**config.mk**
```make
export PLATFORM = sky130hd
export DESIGN_NAME = ccd_timing_gen
export DESIGN_NICKNAME = d
export VERILOG_FILES = /design/src/rtl/ccd_timing_pkg.sv /design/src/rtl/ccd_frame_ctrl.sv /design/src/rtl/ccd_pixel_seq.sv /design/src/rtl/ccd_wave_decode.sv /design/src/rtl/ccd_timing_gen.sv
export SDC_FILE = /design/constraint.sdc
export NUM_CORES = 1
export LEC_CHECK = 0
export BUFFER_PORTS_ARGS = -buffer_cell sky130_fd_sc_hd__buf_4
export CORE_MARGIN = 2
export CORE_UTILIZATION = 60
export DETAILED_ROUTE_END_ITERATION = 6
export PLACE_DENSITY = 0.81
export SETUP_SLACK_MARGIN = 0.05
export SLEW_MARGIN = 10
export SYNTH_ARGS = -nofsm -noshare
export SYNTH_HDL_FRONTEND = slang
export SYNTH_SLANG_ARGS = --single-unit
```
**constraint.sdc**
```tcl
create_clock -name clk -period 4.2 [get_ports clk]
set_input_delay 0.21 -clock clk [delete_from_list [all_inputs] [get_ports clk]]
set_output_delay 0.21 -clock clk [all_outputs]
set_load 0.02 [all_outputs]
```
**src/rtl/ccd_timing_pkg.sv**
```systemverilog
package ccd_timing_pkg;

  // Registered drive word; ph1 is kept in its own register.
  typedef struct packed {
    logic sh;
    logic ls;
    logic rs;
    logic cp;
    logic ph2;
    logic trig;
  } ccd_drv_t;

  localparam ccd_drv_t DRV_IDLE = '0;

endpackage

```
**src/rtl/ccd_frame_ctrl.sv**
```systemverilog
module ccd_frame_ctrl #(
  parameter int PER_W  = 20,
  parameter int PIX_W  = 8,
  parameter int RS_DLY = 19
) (
  input  logic             clk,
  input  logic             rst_n,
  input  logic             enable,
  input  logic [PER_W-1:0] cfg_period,
  input  logic [PER_W-1:0] cfg_sh_width,
  input  logic [PIX_W-1:0] cfg_pix_period,
  output logic             run_q,
  output logic [PER_W-1:0] fcnt_q,
  output logic [PER_W-1:0] shw_q,
  output logic [PIX_W-1:0] pp_q,
  output logic             restart,
  output logic             pix_go
);

  localparam logic [PER_W-1:0] GO_AT = PER_W'(RS_DLY - 1);
  localparam logic [PER_W-1:0] ONE   = PER_W'(1);

  logic [PER_W-1:0] per_q;
  logic             at_end;

  always_comb begin
    at_end  = (fcnt_q == per_q - ONE);
    restart = !enable || !run_q || at_end;
    pix_go  = !restart && (fcnt_q == GO_AT);
  end

  always_ff @(posedge clk or negedge rst_n) begin
    if (!rst_n) begin
      run_q  <= 1'b0;
      fcnt_q <= '0;
      per_q  <= '0;
      shw_q  <= '0;
      pp_q   <= '0;
    end else if (!enable) begin
      run_q  <= 1'b0;
      fcnt_q <= '0;
    end else if (!run_q || at_end) begin
      run_q  <= 1'b1;
      fcnt_q <= '0;
      per_q  <= cfg_period;
      shw_q  <= cfg_sh_width;
      pp_q   <= cfg_pix_period;
    end else begin
      fcnt_q <= fcnt_q + ONE;
    end
  end

endmodule

```
**src/rtl/ccd_pixel_seq.sv**
```systemverilog
module ccd_pixel_seq #(
  parameter int PIX_W = 8,
  parameter int NPIX  = 3825,
  localparam int IDX_W = $clog2(NPIX + 1)
) (
  input  logic             clk,
  input  logic             rst_n,
  input  logic             restart,
  input  logic             pix_go,
  input  logic [PIX_W-1:0] pp_q,
  output logic             act_q,
  output logic [PIX_W-1:0] pos_q,
  output logic [IDX_W-1:0] idx_q
);

  localparam logic [IDX_W-1:0] LAST_IDX = IDX_W'(NPIX);

  logic wrap;

  always_comb wrap = (pos_q == pp_q - PIX_W'(1));

  always_ff @(posedge clk or negedge rst_n) begin
    if (!rst_n) begin
      act_q <= 1'b0;
      pos_q <= '0;
      idx_q <= '0;
    end else if (restart) begin
      act_q <= 1'b0;
      pos_q <= '0;
      idx_q <= '0;
    end else if (pix_go) begin
      act_q <= 1'b1;
      pos_q <= '0;
      idx_q <= '0;
    end else if (act_q) begin
      if (wrap) begin
        pos_q <= '0;
        if (idx_q == LAST_IDX) act_q <= 1'b0;
        else                   idx_q <= idx_q + IDX_W'(1);
      end else begin
        pos_q <= pos_q + PIX_W'(1);
      end
    end
  end

endmodule

```
**src/rtl/ccd_wave_decode.sv**
```systemverilog
module ccd_wave_decode
  import ccd_timing_pkg::*;
#(
  parameter int PER_W   = 20,
  parameter int PIX_W   = 8,
  parameter int NPIX    = 3825,
  parameter int RS_W    = 9,
  parameter int CP_OFS  = 10,
  parameter int PH_OFS  = 29,
  parameter int PH_W    = 15,
  parameter int TRG_OFS = 25,
  localparam int IDX_W  = $clog2(NPIX + 1)
) (
  input  logic             clk,
  input  logic             rst_n,
  input  logic             run_q,
  input  logic [PER_W-1:0] fcnt_q,
  input  logic [PER_W-1:0] shw_q,
  input  logic             act_q,
  input  logic [PIX_W-1:0] pos_q,
  input  logic [IDX_W-1:0] idx_q,
  output ccd_drv_t         drv_q,
  output logic             ph1_q
);

  localparam logic [PIX_W-1:0] RS_HI  = PIX_W'(RS_W);
  localparam logic [PIX_W-1:0] CP_LO  = PIX_W'(CP_OFS);
  localparam logic [PIX_W-1:0] CP_HI  = PIX_W'(CP_OFS + RS_W);
  localparam logic [PIX_W-1:0] PH_LO  = PIX_W'(PH_OFS);
  localparam logic [PIX_W-1:0] PH_HI  = PIX_W'(PH_OFS + PH_W);
  localparam logic [PIX_W-1:0] TRG_AT = PIX_W'(PH_OFS + TRG_OFS);
  localparam logic [IDX_W-1:0] N_PH   = IDX_W'(NPIX);

  ccd_drv_t drv_d;
  logic     ph_win;

  always_comb begin
    ph_win     = act_q && (idx_q < N_PH);
    drv_d.sh   = run_q && (fcnt_q < shw_q);
    drv_d.ls   = run_q && (fcnt_q == shw_q);
    drv_d.rs   = act_q && (pos_q < RS_HI);
    drv_d.cp   = act_q && (pos_q >= CP_LO) && (pos_q < CP_HI);
    drv_d.ph2  = ph_win && (pos_q >= PH_LO) && (pos_q < PH_HI);
    drv_d.trig = ph_win && (pos_q == TRG_AT);
  end

  always_ff @(posedge clk or negedge rst_n) begin
    if (!rst_n) begin
      drv_q <= DRV_IDLE;
      ph1_q <= 1'b1;
    end else begin
      drv_q <= drv_d;
      ph1_q <= !(ph_win && (pos_q >= PH_LO) && (pos_q < PH_HI));
    end
  end

endmodule

```
**src/rtl/ccd_timing_gen.sv**
```systemverilog
module ccd_timing_gen
  import ccd_timing_pkg::*;
#(
  parameter int PER_W   = 20,
  parameter int PIX_W   = 8,
  parameter int NPIX    = 3825,
  parameter int RS_DLY  = 19,
  parameter int RS_W    = 9,
  parameter int CP_OFS  = 10,
  parameter int PH_OFS  = 29,
  parameter int PH_W    = 15,
  parameter int TRG_OFS = 25
) (
  input  logic             clk,
  input  logic             rst_n,
  input  logic             enable,
  input  logic [PER_W-1:0] cfg_period,
  input  logic [PER_W-1:0] cfg_sh_width,
  input  logic [PIX_W-1:0] cfg_pix_period,
  output logic             sh_gate,
  output logic             rs_pulse,
  output logic             cp_pulse,
  output logic             ph1_clk,
  output logic             ph2_clk,
  output logic             phb_clk,
  output logic             adc_trig,
  output logic             line_start
);

  localparam int IDX_W = $clog2(NPIX + 1);

  logic             run_q, restart, pix_go, act_q, ph1_q;
  logic [PER_W-1:0] fcnt_q, shw_q;
  logic [PIX_W-1:0] pp_q, pos_q;
  logic [IDX_W-1:0] idx_q;
  ccd_drv_t         drv_q;

  ccd_frame_ctrl #(.PER_W(PER_W), .PIX_W(PIX_W), .RS_DLY(RS_DLY)) u_frame (
    .clk(clk), .rst_n(rst_n), .enable(enable),
    .cfg_period(cfg_period), .cfg_sh_width(cfg_sh_width),
    .cfg_pix_period(cfg_pix_period),
    .run_q(run_q), .fcnt_q(fcnt_q), .shw_q(shw_q), .pp_q(pp_q),
    .restart(restart), .pix_go(pix_go)
  );

  ccd_pixel_seq #(.PIX_W(PIX_W), .NPIX(NPIX)) u_pixel (
    .clk(clk), .rst_n(rst_n), .restart(restart), .pix_go(pix_go),
    .pp_q(pp_q), .act_q(act_q), .pos_q(pos_q), .idx_q(idx_q)
  );

  ccd_wave_decode #(
    .PER_W(PER_W), .PIX_W(PIX_W), .NPIX(NPIX), .RS_W(RS_W), .CP_OFS(CP_OFS),
    .PH_OFS(PH_OFS), .PH_W(PH_W), .TRG_OFS(TRG_OFS)
  ) u_wave (
    .clk(clk), .rst_n(rst_n), .run_q(run_q), .fcnt_q(fcnt_q), .shw_q(shw_q),
    .act_q(act_q), .pos_q(pos_q), .idx_q(idx_q), .drv_q(drv_q), .ph1_q(ph1_q)
  );

  assign sh_gate    = drv_q.sh;
  assign line_start = drv_q.ls;
  assign rs_pulse   = drv_q.rs;
  assign cp_pulse   = drv_q.cp;
  assign ph2_clk    = drv_q.ph2;
  assign phb_clk    = drv_q.ph2;
  assign adc_trig   = drv_q.trig;
  assign ph1_clk    = ph1_q;

endmodule

```
* After elaboration in Yosys (flattened, before gate mapping) *
Index checks and enable logic that the tools add are counted.

storage, ports and cells
  register bits after elaboration = 97
  output and inout port bits = 8

operators by class
  $add $sub $neg = 5
  $lt $le $gt $ge = 7
  equal/unequal tests = 8
  muxes and demuxes = 18
  reductions and logical operators = 21

operators with widths
  cell                     count
  $mux W12                 5
  $eq A20 B20 Y1           2
  $mux W20                 2
  $mux W8                  4
  $add A20 B1 Y20 const B  1
  $eq A20 B5 Y1 const B    1
  $lt A20 B20 Y1           1
  $sub A20 B1 Y20 const B  1
  $add A12 B1 Y12 const B  1
  $eq A12 B12 Y1 const B   1
  $lt A12 B12 Y1 const B   1
  $logic_and A1 B1 Y1      10
  $add A8 B1 Y8 const B    1
  $eq A8 B6 Y1 const B     1
  $eq A8 B8 Y1             1
  $ge A8 B4 Y1 const B     1
  $ge A8 B5 Y1 const B     1
  $lt A8 B4 Y1 const B     1
  $lt A8 B5 Y1 const B     1
  $lt A8 B6 Y1 const B     1
  $sub A8 B1 Y8 const B    1
  $mux W1                  7
  $reduce_bool A3 Y1       2
  $logic_not A1 Y1         4
  5 further kinds          7

* Depth between registers and ports, before layout *
  depth in word-level cells = 7
  mapped depth = 11
  gate-level depth less buffers = 9

* By module *
Synthesis repeated with hierarchy kept, for this count alone.

second synthesis, totals
  cell total of the unflattened synthesis = 589
  area, all modules = 5941.9 µm²

by module, submodules not included
  module           times used  cells each  area each (µm²)
  ccd_frame_ctrl   1           322         3716.1
  ccd_pixel_seq    1           159         1378.8
  ccd_wave_decode  1           107         839.6
  ccd_timing_gen   1           1           7.5

* Worst setup path before layout *
Ideal clock, no wire load.

  path kind = reg-to-reg
  start point = register u_frame.per_q[0]
  end point = register u_frame.per_q[0]
  library setup time = 0.125 ns
  arrival time = 2.959 ns
  required time = 4.075 ns
  slack = 1.116 ns
  stages on the path, launching flop included = 12
  path buffers = 2
  period minus slack after synthesis = 3.084 ns
  path through = dfrtp_1 inv_1 ha_1 nor3b_1 nand2_2 or4_1 a221oi_1 nor3b_1 a31oi_1 buf_2 buf_6 mux2_4

on the way
  longest elaborated chain between the ends = 4

ends and longest elaborated chain
  item                                RTL line              text
  start: declaration                  ccd_frame_ctrl.sv:23  logic [PER_W-1:0] per_q;
  start signal: assignment            ccd_frame_ctrl.sv:45  per_q <= cfg_period;
  $sub A20 B1 Y20                     ccd_frame_ctrl.sv:27  at_end = (fcnt_q == per_q - ONE);
  $eq A20 B20 Y1                      ccd_frame_ctrl.sv:27
  $logic_or A1 B1 Y1                  ccd_frame_ctrl.sv:42  end else if (!run_q || at_end) begin
  $reduce_and A2 Y1 (no source line)  -

Every way passes these cells.
A chain may end at the register's enable or synchronous reset.

* Worst setup path in the final report *
  start point = register u_frame.per_q[0]
  end point = register u_frame.per_q[7]

Same word-level chain as after synthesis.

==> impl_metrics.py <==
metrics = {
    "yosys": {
        "synthArstFlopShare_pct": 100,
        "fraction_of_post_synthesis_cell_area_in_the_top_cell_type_by_area_pct": 41.0,
        "synth-seq-cells": 97,
        "synth_top_area_cell": "sky130_fd_sc_hd__dfrtp_1",
        "netlist_top_cells_area": "sky130_fd_sc_hd__dfrtp_1, sky130_fd_sc_hd__ha_1, sky130_fd_sc_hd__xnor2_1, sky130_fd_sc_hd__mux2_2, sky130_fd_sc_hd__mux2_4",
        "synthTopCellsByCount": "sky130_fd_sc_hd__dfrtp_1, sky130_fd_sc_hd__nor2_1, sky130_fd_sc_hd__inv_1, sky130_fd_sc_hd__xnor2_1, sky130_fd_sc_hd__ha_1",
        "synth-edff-count": 0,
        "netlist_area_mm2": 0.00586,
        "synthesis.nets": 666,
        "netlist_instances": 584,
        "adder_cell_fraction_of_synth_area_pct": 6.79,
        "syn-mean-instance-area_um2": 10.0,
        "synth_top_family_by_area": "simple AND/OR/NAND/NOR gates",
        "synth_xor_area_share_pct": 10.0,
        "distinct_cell_type_count_of_the_synthesized_netlist": 54,
        "post_synth_and_or_nand_nor_area_fraction_pct": 19.1,
        "synth_seq_area_share_pct": 41.4,
        "synthMuxAreaShare_pct": 10.5,
        "synth_compound_area_share_pct": 7.58,
        "synthesis.yosys.warnings": 0,
        "postSynth.topFlopCell": "sky130_fd_sc_hd__dfrtp_1",
        "yosys.cell_count.top_type": "sky130_fd_sc_hd__dfrtp_1",
    },
    "sta": {
        "final_hold_fails": 0,
        "worst_slew_margin_rel_pct": 24.5,
        "clock_skew_ns": 0.0111,
        "worst_pin_slew_ns": 1.13,
        "setup-tns-final_ns": 0,
        "post-route-min-period_ns": 3.59,
        "timing_max_transition_violations_final": 0,
        "setup_viol_count_final": 0,
        "timing.fmax_ghz": 0.278,
        "grt_setup_unrepaired": "false",
        "worst_slack_ns": 0.606,
        "fin_crit_share_pct": 85.6,
    },
    "min_path": {
        "worstHoldPathType": "primary input to register",
        "holdPathStages": 2,
        "holdPathEnd": "u_frame.shw_q[12]",
        "hp-start": "cfg_sh_width[12]",
    },
    "floorplan": {
        "initial_core_util_pct": 60.8,
        "floorplan_die_area_mm2": 0.0106,
        "io_pins": 59,
        "die_x_um": 103,
        "die-height_um": 103,
        "floorplan.rows": 36,
        "core_area_mm2": 0.00964,
    },
    "global_route": {
        "grt_pass1_vias": 4386,
        "grt_pass1_wl_um": 20700,
        "maximum_number_of_pins_on_one_net_before_global_route_repair": 63,
        "grt_use_total_pct": 25.0,
        "grt_remaining_overflow": 0,
        "antenna_found_initial": 0,
    },
    "flow_run": {
        "cap_violations": 0,
    },
    "worst_setup_path": {
        "endpoint_kind": "register",
        "regToRegSetupSlack_ns": 0.61,
        "critical_path.n_buffers_inverters": 2,
        "required_time_of_the_critical_path_ns": 4.46,
        "worst_path_dominant_cell_family": "simple AND/OR/NAND/NOR gates",
        "rr_worst_depth": 10,
        "crit-reg2reg-launch": "u_frame.per_q[0]",
        "worstSetupPathType": "register to register",
        "reg2reg_to": "u_frame.per_q[7]",
        "worstPathMaxFanout": 41,
        "critPathMostFrequentCell": "sky130_fd_sc_hd__nor3b_1",
        "crit_path_max_incr_delay_ns": 0.49,
        "crit_path_start_kind": "register",
        "path_cells": "inv_1 > ha_1 > nor3b_1 > nand2_2 > or4_1 > a221oi_1 > nor3b_1 > a31oi_4 > buf_12 > mux2_4",
        "crit_path_top_delay_cell": "sky130_fd_sc_hd__or4_1",
        "cp_data_arrival_time_ns": 3.85,
    },
    "drt": {
        "wirelength_um": 12100,
        "wl_per_cell_um": 15.7,
        "first_pass_iters": 4,
        "via_per_inst": 5.69,
        "postRouteAntennaNets": 0,
        "drt_drc_violations_left": 0,
        "detailroute.via_count": 4402,
        "drt_iter0_drc": 154,
    },
    "cts": {
        "clock_sinks": 97,
        "cts.root.buffer_cell": "sky130_fd_sc_hd__clkbuf_8",
        "clock_insertion_delay_worst_skew_ns": 0.37,
        "cts_max_path_buffers": 2,
        "cts_htree_levels": 3,
        "post-cts-setup-buffers": 0,
        "cts_tree": "built",
        "clock_pin_slew_on_the_worst_setup_and_hold_paths_ns": 0.10,
        "num_cts_buffers": 9,
        "cts-resized-gates": 0,
    },
    "placement": {
        "globalplace.congestion": 0.960,
        "place.port_buffers": 58,
        "place_ws_ns": 0.604,
        "hpwl_dp_um": 9170,
    },
    "power_and_ir_drop": {
        "leakage_nw": 2.92,
        "power_density_mw_per_mm2": 312,
        "power.ir.vdd_worst_uv": 175,
    },
    "cells_and_area": {
        "flow.area_growth_from_synthesis_pct": 12.9,
        "antenna_cells_inserted": 0,
        "fraction_of_final_layout_cells_with_drive_strength_greater_than_1_pct": 21.2,
        "fin_nets": 718,
    },
    "status": {
        "status": "completed",
    },
}
## registers in the layout, summed over array words and instances (netlist names)
name and count:
u_frame.shw_q 20, u_wave.drv_q 6, u_pixel.idx_q 12, u_wave.ph1_q 1, u_pixel.act_q 1, u_frame.fcnt_q 20
u_frame.pp_q 8, u_frame.run_q 1, u_pixel.pos_q 8, u_frame.per_q 20
## kinds of logic after synthesis
group	count (synthesis)
compound gates	64
xor+xnor	67
fa+ha+maj	32
buf+inv	63
flops	97
mux	48
simple gates	213
## how the worst max path moves through the flow
| stage | from | to | cells past startpoint |
|---|---|---|---|
| floorplan | u_frame.per_q[0] | u_frame.per_q[0] | 11 |
| global placement | u_frame.per_q[0] | u_frame.per_q[11] | 10 |
| detailed placement | u_frame.per_q[0] | u_frame.per_q[7] | 10 |
| CTS | u_frame.per_q[0] | u_frame.per_q[1] | 10 |
| global route | u_frame.per_q[0] | u_frame.per_q[10] | 10 |
| finish | u_frame.per_q[0] | u_frame.per_q[7] | 10 |
## cells in the final DEF (no fill, tap or decap), drive strengths merged, types with 3 or more instances in the layout
cell / instances
nor4b: 5
o31ai: 3
ha: 31
xnor2: 38
nand3: 23
and4: 3
a211oi: 3
clkbuf: 9
nor2b: 6
o2111ai: 3
nand4: 11
nor3b: 5
nor4: 14
nand2b: 4
nor3: 22
buf: 62
xor2: 29
a21o: 3
or3: 7
o21ai: 14
o31a: 3
nand3b: 4
dfrtp: 96
o211ai: 4
or4: 6
nor2: 56
mux2: 48
a21oi: 14
and3: 12
inv: 44
nand2: 31
## per-layer routing
| metal | track usage [%] | wire [µm] |
|---|---|---|
| met5 | 0 | 0 |
| met2 | 43.8 | 6220 |
| met1 | 32.1 | 5350 |
| met3 | 2.51 | 343 |
| met4 | 9.31 | 232 |
## layout make-up
| type | count | area [µm²] |
|---|---|---|
| clock buffer | 9 | 124 |
| clock inverter | 7 | 62.6 |
| fill | 795 | 3030 |
| inverter | 40 | 150 |
| multi-input combinational | 424 | 3180 |
| sequential | 97 | 2430 |
| tap | 133 | 166 |
| timing repair buffer | 64 | 498 |
## stage by stage
stage               instances  cell area [µm²]  utilization, %  power [mW]  hold slack, ns
floorplan                 584             5860               -        1.35         -0.0856
global placement          756             6410            66.5        1.46           0.323
detailed placement        756             6410            66.5        1.48           0.337
CTS                       774             6610            68.6        2.07          0.0546
global route              774             6610            68.6        2.16          0.0595
finish                    774             6610            68.6        2.06          0.0626
## repair_timing
item                       4_1_cts  5_1_grt
setup endpoints to repair        0        0
hold buffers                     2        0
hold endpoints to repair        61        0
## report_power, final
part / switching, mW / internal [mW] / leakage (nW)
Clock: 0.366 / 0.228 / 0.0927
Sequential: 0.0820 / 1.00 / 1.24
Combinational: 0.176 / 0.204 / 1.59
Total: 0.625 / 1.44 / 2.92
## worst register-to-register path: cells and delay by family, from the launching register on
| kind | cells | cell delay (ns) |
|---|---|---|
| mux | 1 | 0.34 |
| flops | 1 | 0.45 |
| simple gates | 4 | 1.48 |
| buf+inv | 2 | 0.37 |
| fa+ha+maj | 1 | 0.27 |
| compound gates | 2 | 0.58 |
No activity file was read; power rests on OpenSTA's default activity.
